--- src/rtl/wra_pkg.sv ---
package wra_pkg;

    localparam int ADDR_W  = 8;
    localparam int FIELD_W = 4;
    localparam int LO_W    = 3;
    localparam int HI_W    = ADDR_W - LO_W;
    localparam int NPTR    = 2;
    localparam logic [FIELD_W-1:0] ESC_CODE = 4'b1100;

    typedef enum logic [1:0] {
        FORM_DIRECT = 2'd0,
        FORM_WREG   = 2'd1,
        FORM_WPAIR  = 2'd2
    } form_e;

    typedef struct packed {
        form_e             form;
        logic              ptr_idx;
        logic [LO_W-1:0]   low;
        logic [ADDR_W-1:0] direct;
    } xlate_req_t;

    function automatic logic is_escape(input logic [ADDR_W-1:0] a);
        return a[ADDR_W-1 -: FIELD_W] == ESC_CODE;
    endfunction

    function automatic logic [ADDR_W-1:0] compose(input logic [HI_W-1:0] hi,
                                                  input logic [LO_W-1:0] lo);
        return {hi, lo};
    endfunction

endpackage

--- src/rtl/wra_ptr_bank.sv ---
module wra_ptr_bank
    import wra_pkg::*;
#(
    parameter int                     N    = NPTR,
    parameter logic [N*ADDR_W-1:0]    INIT = {8'hC8, 8'hC0}
) (
    input  logic                          clk,
    input  logic                          rst,
    input  logic [N-1:0]                  we,
    input  logic [ADDR_W-1:0]             wdata,
    output logic [N-1:0][ADDR_W-1:0]      ptr_q
);
    generate
        for (genvar i = 0; i < N; i++) begin : g_ptr
            logic [HI_W-1:0] hi_q;
            always_ff @(posedge clk) begin
                if (rst)
                    hi_q <= INIT[i*ADDR_W+LO_W +: HI_W];
                else if (we[i])
                    hi_q <= wdata[ADDR_W-1:LO_W];
            end
            assign ptr_q[i] = compose(hi_q, '0);
        end
    endgenerate
endmodule

--- src/rtl/wra_field_pick.sv ---
module wra_field_pick
    import wra_pkg::*;
(
    input  logic [ADDR_W-1:0]  op_addr,
    input  logic [FIELD_W-1:0] op_nib,
    input  logic               nib_mode,
    input  logic               pair_mode,
    output xlate_req_t         req
);
    logic [FIELD_W-1:0] field;

    always_comb begin
        field       = nib_mode ? op_nib : op_addr[FIELD_W-1:0];
        req.ptr_idx = field[FIELD_W-1];
        req.low     = field[LO_W-1:0];
        req.direct  = op_addr;
        if (nib_mode || is_escape(op_addr))
            req.form = pair_mode ? FORM_WPAIR : FORM_WREG;
        else
            req.form = FORM_DIRECT;
    end
endmodule

--- src/rtl/wra_addr_form.sv ---
module wra_addr_form
    import wra_pkg::*;
#(
    parameter int N = NPTR
) (
    input  xlate_req_t                req,
    input  logic [N-1:0][ADDR_W-1:0]  ptr_q,
    output logic [ADDR_W-1:0]         phys,
    output logic                      hit
);
    logic [HI_W-1:0] base;

    always_comb begin
        base = ptr_q[req.ptr_idx][ADDR_W-1:LO_W];
        unique case (req.form)
            FORM_WREG: begin
                phys = compose(base, req.low);
                hit  = 1'b1;
            end
            FORM_WPAIR: begin
                phys = compose(base, {req.low[LO_W-1:1], 1'b0});
                hit  = 1'b1;
            end
            default: begin
                phys = req.direct;
                hit  = 1'b0;
            end
        endcase
    end
endmodule

--- src/rtl/wra_unit.sv ---
module wra_unit
    import wra_pkg::*;
#(
    parameter logic [ADDR_W-1:0] RP0_INIT = 8'hC0,
    parameter logic [ADDR_W-1:0] RP1_INIT = 8'hC8
) (
    input  logic               clk,
    input  logic               rst,
    input  logic [7:0]         op_addr,
    input  logic [3:0]         op_nib,
    input  logic               nib_mode,
    input  logic               pair_mode,
    input  logic               rp0_wr,
    input  logic               rp1_wr,
    input  logic [7:0]         rp_wdata,
    output logic [7:0]         phys_addr,
    output logic               wreg_hit,
    output logic [7:0]         rp0_q,
    output logic [7:0]         rp1_q
);
    logic [NPTR-1:0][ADDR_W-1:0] ptr_q;
    xlate_req_t                  req;

    wra_ptr_bank #(
        .N    (NPTR),
        .INIT ({RP1_INIT, RP0_INIT})
    ) u_bank (
        .clk   (clk),
        .rst   (rst),
        .we    ({rp1_wr, rp0_wr}),
        .wdata (rp_wdata),
        .ptr_q (ptr_q)
    );

    wra_field_pick u_pick (
        .op_addr   (op_addr),
        .op_nib    (op_nib),
        .nib_mode  (nib_mode),
        .pair_mode (pair_mode),
        .req       (req)
    );

    wra_addr_form #(.N(NPTR)) u_form (
        .req   (req),
        .ptr_q (ptr_q),
        .phys  (phys_addr),
        .hit   (wreg_hit)
    );

    assign rp0_q = ptr_q[0];
    assign rp1_q = ptr_q[1];
endmodule

--- config.mk ---
export PLATFORM = sky130hd
export DESIGN_NAME = wra_unit
export DESIGN_NICKNAME = d
export VERILOG_FILES = /design/src/rtl/wra_pkg.sv /design/src/rtl/wra_ptr_bank.sv /design/src/rtl/wra_field_pick.sv /design/src/rtl/wra_addr_form.sv /design/src/rtl/wra_unit.sv
export SDC_FILE = /design/constraint.sdc
export NUM_CORES = 1
export LEC_CHECK = 0
export CAP_MARGIN = 20
export CORE_UTILIZATION = 37
export DETAILED_ROUTE_END_ITERATION = 10
export GPL_TIMING_DRIVEN = 0
export PLACE_DENSITY = 0.83
export SKIP_CTS_REPAIR_TIMING = 1
export SYNTH_ARGS = -nofsm -noshare
export SYNTH_HDL_FRONTEND = slang
export SYNTH_HIERARCHICAL = 1
export SYNTH_SLANG_ARGS = --single-unit
export TNS_END_PERCENT = 50
--- constraint.sdc ---
create_clock -name clk -period 5.2 [get_ports clk]
set_clock_uncertainty 0.05 [all_clocks]
set_input_delay 1.04 -clock clk [delete_from_list [all_inputs] [get_ports clk]]
set_output_delay 1.04 -clock clk [all_outputs]
set_load 0.005 [all_outputs]
### Word-level counts from Yosys, hierarchy flattened

Cells that the tools add are included.

* register bits after elaboration: 10
* input port bits: 26
* word-level logic and storage cells: 15

* $lt $le $gt $ge: 1
* eq/ne operators: 3
* mux-type cells: 7
* reductions and logical operators: 2

Operators by type and width (number)
* $mux 8: 2
* $pmux 8 s2: 1
* $eq 4x4->1 const B: 1
* $mux 2: 2
* $mux 4: 1
* $eq 2x1->1 const B: 1
* $eq 2x2->1 const B: 1
* $lt 1x2->1 const B: 1
* $reduce_or 2->1: 1
* $logic_or 1x1->1: 1
* $mux 1: 1

### Longest topological paths before layout

Gate-level depths: netlist (run 1).

* depth in word-level cells: 6
* mapped depth: 7

### Cells and area by module

The synthesis (run 1) kept the hierarchy.

Modules (own cells, without submodules)
* wra_ptr_bank: instances 1, cells each 40, area each 419.2 µm², sequential area each 200.2 µm²
* wra_addr_form: instances 1, cells each 29, area each 197.7 µm², sequential area each 0.0 µm²
* wra_field_pick: instances 1, cells each 16, area each 132.6 µm², sequential area each 0.0 µm²

### Worst setup path after synthesis (run 1)

Ideal clock, no wire load.

* kind: input-to-output
* start point: input op_addr[4]
* end point: output phys_addr[1]
* data arrival time: 2.137 ns
* required time: 4.110 ns
* slack: 1.973 ns
* cell stages on the path: 6
* path buffers: 1
* path through: nand4bb_1 -> a21oi_1 -> inv_1 -> ha_1 -> buf_2 -> a22o_1

RTL lines
* from (decl): line wra_unit.sv:9 `input logic [7:0] op_addr,`
* to (decl): line wra_unit.sv:16 `output logic [7:0] phys_addr,`

==> results of run 1 <==
[cells in the mapped netlist (all sizes together), types with 2 or more instances]
cell type	n	share of area
a211o	5	0.058
a22o	2	0.023
buf	19	0.20
dfxtp	10	0.27
ha	2	0.033
inv	4	0.020
mux2	4	0.060
mux2i	10	0.13
nand2	7	0.035
nor2	5	0.025
nor2b	5	0.042
o21ai	6	0.040
[worst reg2reg max path: cells and delay by family (launching register included)]
family          cells  cell delay, ns
flops               1            0.32
compound gates      1            0.22
simple gates        1            0.13
[metal layers]
metal | vias up | GRT usage | part of all wire
li1 | 366 | - | -
met1 | 318 | 0.195 | 0.40
met3 | 2 | 0.0269 | 0.057
met5 | - | 0 | 0
met2 | 26 | 0.358 | 0.53
met4 | 0 | 0.0743 | 0.014
[cell type report]
class,instances,area (um2),share of cell area
tap,25,31.3,0.0257
inverter,4,15.0,0.0123
multi-input combinational,57,405,0.333
clock buffer,4,36.3,0.0298
timing repair buffer,38,380,0.313
buffer,19,148,0.121
sequential,10,200,0.165
[final timing paths]
check | from | end | slack (ns) | cells after the start
max reg2reg | u_bank/g_ptr[1].hi_q[0] | u_bank/g_ptr[1].hi_q[0] | 4.37 | 2
min | u_bank/g_ptr[1].hi_q[2] | u_bank/g_ptr[1].hi_q[2] | 0.48 | 2
max | op_addr[4] | phys_addr[1] | 0.90 | 8
min reg2reg | u_bank/g_ptr[1].hi_q[2] | u_bank/g_ptr[1].hi_q[2] | 0.48 | 2
[kinds of logic after synthesis]
| family | share of synthesized area |
|---|---|
| AND/OR/NAND/NOR | 0.117 |
| adder cells (fa/ha/maj) | 0.0334 |
| multiplexers | 0.194 |
| flip-flops | 0.267 |
| AO/OA/AOI/OAI | 0.167 |
| other | 0.00500 |
| buffers and inverters | 0.217 |
[power groups by stage]
stage / logic [mW] / clock network [mW] / registers, mW
2_1_floorplan: 0.0431 / 0 / 0.0869
5_1_grt: 0.0991 / 0.0750 / 0.0859
3_3_place_gp: 0.0896 / 0 / 0.0867
4_1_cts: 0.0922 / 0.0700 / 0.0853
3_5_place_dp: 0.0917 / 0 / 0.0869
6_report: 0.0915 / 0.0676 / 0.0854
[through the flow]
stage | cells | hold WS (ns)
2_1_floorplan | 90 | 0.457
3_3_place_gp | 153 | 0.453
3_5_place_dp | 153 | 0.465
4_1_cts | 157 | 0.486
5_1_grt | 157 | 0.510
6_report | 157 | 0.482
==> out/metrics.yaml, run 1 <==
yosysSeqAreaShare: 0.267
drc_errors: 0
clkLatencyLatePin_ns: 0.25
largest-register: "u_bank/g_ptr.hi_q"
h-tree-depth: 1
setup-tns-final_ns: 0
netlist_instances: 85
synth_edf_count: 0
p_switching_mw: 0.0605
power_frac_comb: 0.374
path_clk_slew_ns: 0.06
port_buffers: 38
first_global_vias: 692
ant_nets: 0
cp_cell_sequence: "clkdlybuf4s50_1 > nand4bb_1 > a21oi_1 > inv_1 > ha_1 > o21ba_1 > a22o_1 > clkdlybuf4s50_1"
hold_path.class: "reg2reg"
finalCriticalPeriod_ns: 4.30
gp_congestion: 0.735
leakagePower_nw: 0.563
vias: 712
total_power_mw: 0.244
diodes: 0
io_pins: 51
drt_iter0_drc: 7
arrival_ns: 3.21
clock_power_share: 0.277
worst-setup-path-type: "in2out"
seqPwrFrac: 0.349
drt-total-wl_um: 1890
final_cell_mix: "clkdlybuf4s50_1 (38), buf_4 (16), mux2i_1 (10), dfxtp_1 (10), nand2_1 (7)"
maxSlewViolCount: 0
path_delay_family: "buffers and inverters"
path_buf_inv: 3
switching_share: 0.247
ys_types: 21
fin_util: 0.668
status: "complete, no violations"
max_freq_mhz: 232
final_nets: 161
die_area_um2: 2210
fin_ws_ns: 0.897
post_dp_cell_area_um2: 1180
cap_violations: 0
max-vdd-ir-drop_uv: 201
dieHeight_um: 47.0
cts_tree: "built"
viasPerCell: 4.54
root_buffer: "clkbuf_4"
post-route-period-util: 0.827
overflow: 0
grt_pass1_wl_um: 2850
rsz0062_at_grt: "no"
grt_max_degree: 11
ys_ff_latch: 10
numCtsBuffers: 3
cts.sinks: 10
hold_violations: 0
finalSetupViolations: 0
antenna_found_initial: 0
fillers: 157
syn2layout_area_growth_pct: 62.3
powerDensity_nw_per_um2: 201
drive_above_1_share: 0.212
crit_path_max_incr_delay_ns: 0.53
crit_top_cell: "clkdlybuf4s50_1"
async_reset_ff_frac: 0
initial_utilization: 0.412
intPower_mw: 0.184
place_ws_ns: 0.912
final_area_um2: 1220
rows: 15
wl_per_cell_um: 12.0
synth-main-ff-cell: "dfxtp_1"
fp.dieW_um: 47.0
core_area_um2: 1820
dr.pass1.iters: 2
largest_reg_flops: 10
syn_area_um2: 749
yosys_warnings: 6
critPathSlowestCell: "clkdlybuf4s50_1"
syn_avg_cell_area_um2: 8.82
reg_top3: "u_bank/g_ptr.hi_q: 10 flops"
cp-start-kind: "input port"
grt_use_total: 0.184
hpwl_um: 1560
path_max_fanout: 3
clockBufferDepth: 2
required_ns: 4.11
mostFrequentLayoutCell: "clkdlybuf4s50_1"
endpoint_kind: "primary output"
Power figures use the tool's default switching activity.
==> run 2: changes to the inputs <==
--- a/config.mk
+++ b/config.mk
@@ -6,10 +6,10 @@
 export NUM_CORES = 1
 export LEC_CHECK = 0
 export CAP_MARGIN = 20
-export CORE_UTILIZATION = 37
+export CORE_UTILIZATION = 31
 export DETAILED_ROUTE_END_ITERATION = 10
 export GPL_TIMING_DRIVEN = 0
-export PLACE_DENSITY = 0.83
+export PLACE_DENSITY = 0.75
 export SKIP_CTS_REPAIR_TIMING = 1
 export SYNTH_ARGS = -nofsm -noshare
 export SYNTH_HDL_FRONTEND = slang
==> constraint.sdc (replaced) <==
create_clock -name clk -period 3.5 [get_ports clk]
set_clock_uncertainty 0.05 [all_clocks]
set_input_delay 0.7 -clock clk [delete_from_list [all_inputs] [get_ports clk]]
set_output_delay 0.7 -clock clk [all_outputs]
set_load 0.005 [all_outputs]
==> out/metrics.yaml, run 2 (synthesis gave the netlist of run 1 again) <==
cap_violations: 0  # unchanged
endpoint_kind: "primary output"
seqPwrFrac: 0.369  # +0.020
fp.dieW_um: 51.2  # +8.9%
clock_power_share: 0.226  # -0.051
leakagePower_nw: 0.662  # +18%
hpwl_um: 1390  # -10%
largest-register: "u_bank/g_ptr.hi_q"
wl_per_cell_um: 11.3  # -5.8%
finalSetupViolations: 0  # unchanged
arrival_ns: 2.74  # -0.47 ns
path_buf_inv: 3  # unchanged
rsz0062_at_grt: "yes"
grt_pass1_wl_um: 2910  # +2.2%
diodes: 0  # unchanged
reg_top3: "u_bank/g_ptr.hi_q: 10 flops"
clkLatencyLatePin_ns: 0.26  # about the same
intPower_mw: 0.252  # +37%
cp_cell_sequence: "clkdlybuf4s50_1 > nand4bb_4 > a21oi_2 > inv_1 > ha_1 > o21ba_2 > a22o_1 > clkdlybuf4s50_1"
switching_share: 0.267  # +0.0194
critPathSlowestCell: "clkdlybuf4s50_1"
first_global_vias: 700  # +1.2%
ant_nets: 0  # unchanged
final_nets: 162  # +0.62%
drive_above_1_share: 0.250  # +0.0379
drt_iter0_drc: 2  # -5
overflow: 0  # unchanged
mostFrequentLayoutCell: "clkdlybuf4s50_1"
final_cell_mix: "clkdlybuf4s50_1 (29), buf_4 (17), mux2i_1 (10), dfxtp_1 (10), dlymetal6s2s_1 (9)"
rows: 17  # +2
maxSlewViolCount: 0  # unchanged
max-vdd-ir-drop_uv: 230  # +14%
die_area_um2: 2620  # +19%
path_clk_slew_ns: 0.06  # about the same
max_freq_mhz: 286
io_pins: 51  # unchanged
total_power_mw: 0.343  # +40%
viasPerCell: 4.44  # -2.0%
h-tree-depth: 1  # unchanged
fin_util: 0.565  # -0.103
gp_congestion: 0.723  # -1.6%
syn2layout_area_growth_pct: 69.9
grt_use_total: 0.151  # -0.0330
clockBufferDepth: 2  # unchanged
status: "complete, no violations"
worst-setup-path-type: "in2out"
antenna_found_initial: 0  # unchanged
drc_errors: 0  # unchanged
core_area_um2: 2250  # +24%
required_ns: 2.75  # -1.36 ns
dieHeight_um: 51.2  # +8.9%
port_buffers: 38  # unchanged
root_buffer: "clkbuf_4"
drt-total-wl_um: 1820  # -4.0%
hold_violations: 0  # unchanged
cts.sinks: 10  # unchanged
finalCriticalPeriod_ns: 3.49
grt_max_degree: 11  # unchanged
initial_utilization: 0.332  # -0.0793
hold_path.class: "reg2reg"
cp-start-kind: "input port"
path_delay_family: "buffers and inverters"
post-route-period-util: 0.998
setup-tns-final_ns: 0  # unchanged
powerDensity_nw_per_um2: 270  # +34%
crit_top_cell: "clkdlybuf4s50_1"
vias: 711  # -0.14%
p_switching_mw: 0.0916  # +51%
largest_reg_flops: 10  # unchanged
dr.pass1.iters: 3  # +1
power_frac_comb: 0.405  # +0.031
crit_path_max_incr_delay_ns: 0.51  # -0.02 ns
path_max_fanout: 3  # unchanged
numCtsBuffers: 3  # unchanged
cts_tree: "built"
worst_hold_slack_ns: 0.479  # -0.00352 ns
## run 2: changes by cell type in the layout (fill, tap and decap cells not counted), moves of 2 or more
cell             before  now
dlymetal6s2s_1        0    9
o21ai_2               0    2
clkdlybuf4s50_1      38   29
o21ai_1               5    3
## run 2: through the flow
| stage | setup WS, ns | instances | instance area [um2] |
|---|---|---|---|
| after floorplan | 0.953 | 90 | 768 |
| after global placement | -0.0866 | 156 | 1180 |
| after detailed placement | -0.153 | 156 | 1180 |
| after CTS | -0.174 | 159 | 1210 |
| after global routing | -0.0931 | 160 | 1270 |
| final | 0.00699 | 160 | 1270 |
## run 2: worst reg2reg max path, stage by stage (launching register included)
cell and delay [ns]:
dfxtp_1 0.33, nor2b_1 0.13, a211o_1 0.22
## run 2: path summary, 6_finish.rpt
check	from	end	slack (ns)	cells past startpoint
worst max register to register	u_bank/g_ptr[0].hi_q[3]	u_bank/g_ptr[0].hi_q[3]	2.67	2
worst max-delay path	op_addr[4]	phys_addr[1]	0.007	8
worst min-delay path	u_bank/g_ptr[0].hi_q[0]	u_bank/g_ptr[0].hi_q[0]	0.48	2
worst min register to register	u_bank/g_ptr[0].hi_q[0]	u_bank/g_ptr[0].hi_q[0]	0.48	2
## run 2: cell type report
class,count,area (um2)
multi-input cells,57,440
fillers,213,981
repair buffers,39,410
inverters,4,15.0
clock buffers,3,22.5
well taps,28,35.0
flip-flops and latches,10,200
plain buffers,19,150
## run 2: power by group through the flow
stage / Combinational, mW / Sequential, mW / Clock [mW]
3_3_place_gp: 0.132 / 0.129 / 0
5_1_grt: 0.151 / 0.128 / 0.0869
2_1_floorplan: 0.0640 / 0.129 / 0
3_5_place_dp: 0.135 / 0.129 / 0
4_1_cts: 0.135 / 0.127 / 0.0819
6_report: 0.139 / 0.127 / 0.0774
## run 2: layer usage
layer	vias to the layer above	GRT usage	wire length, um
met5	-	0	0
met3	2	0.0179	160
li1	364	-	-
met2	38	0.274	839
met4	0	0.0972	30
met1	307	0.163	785
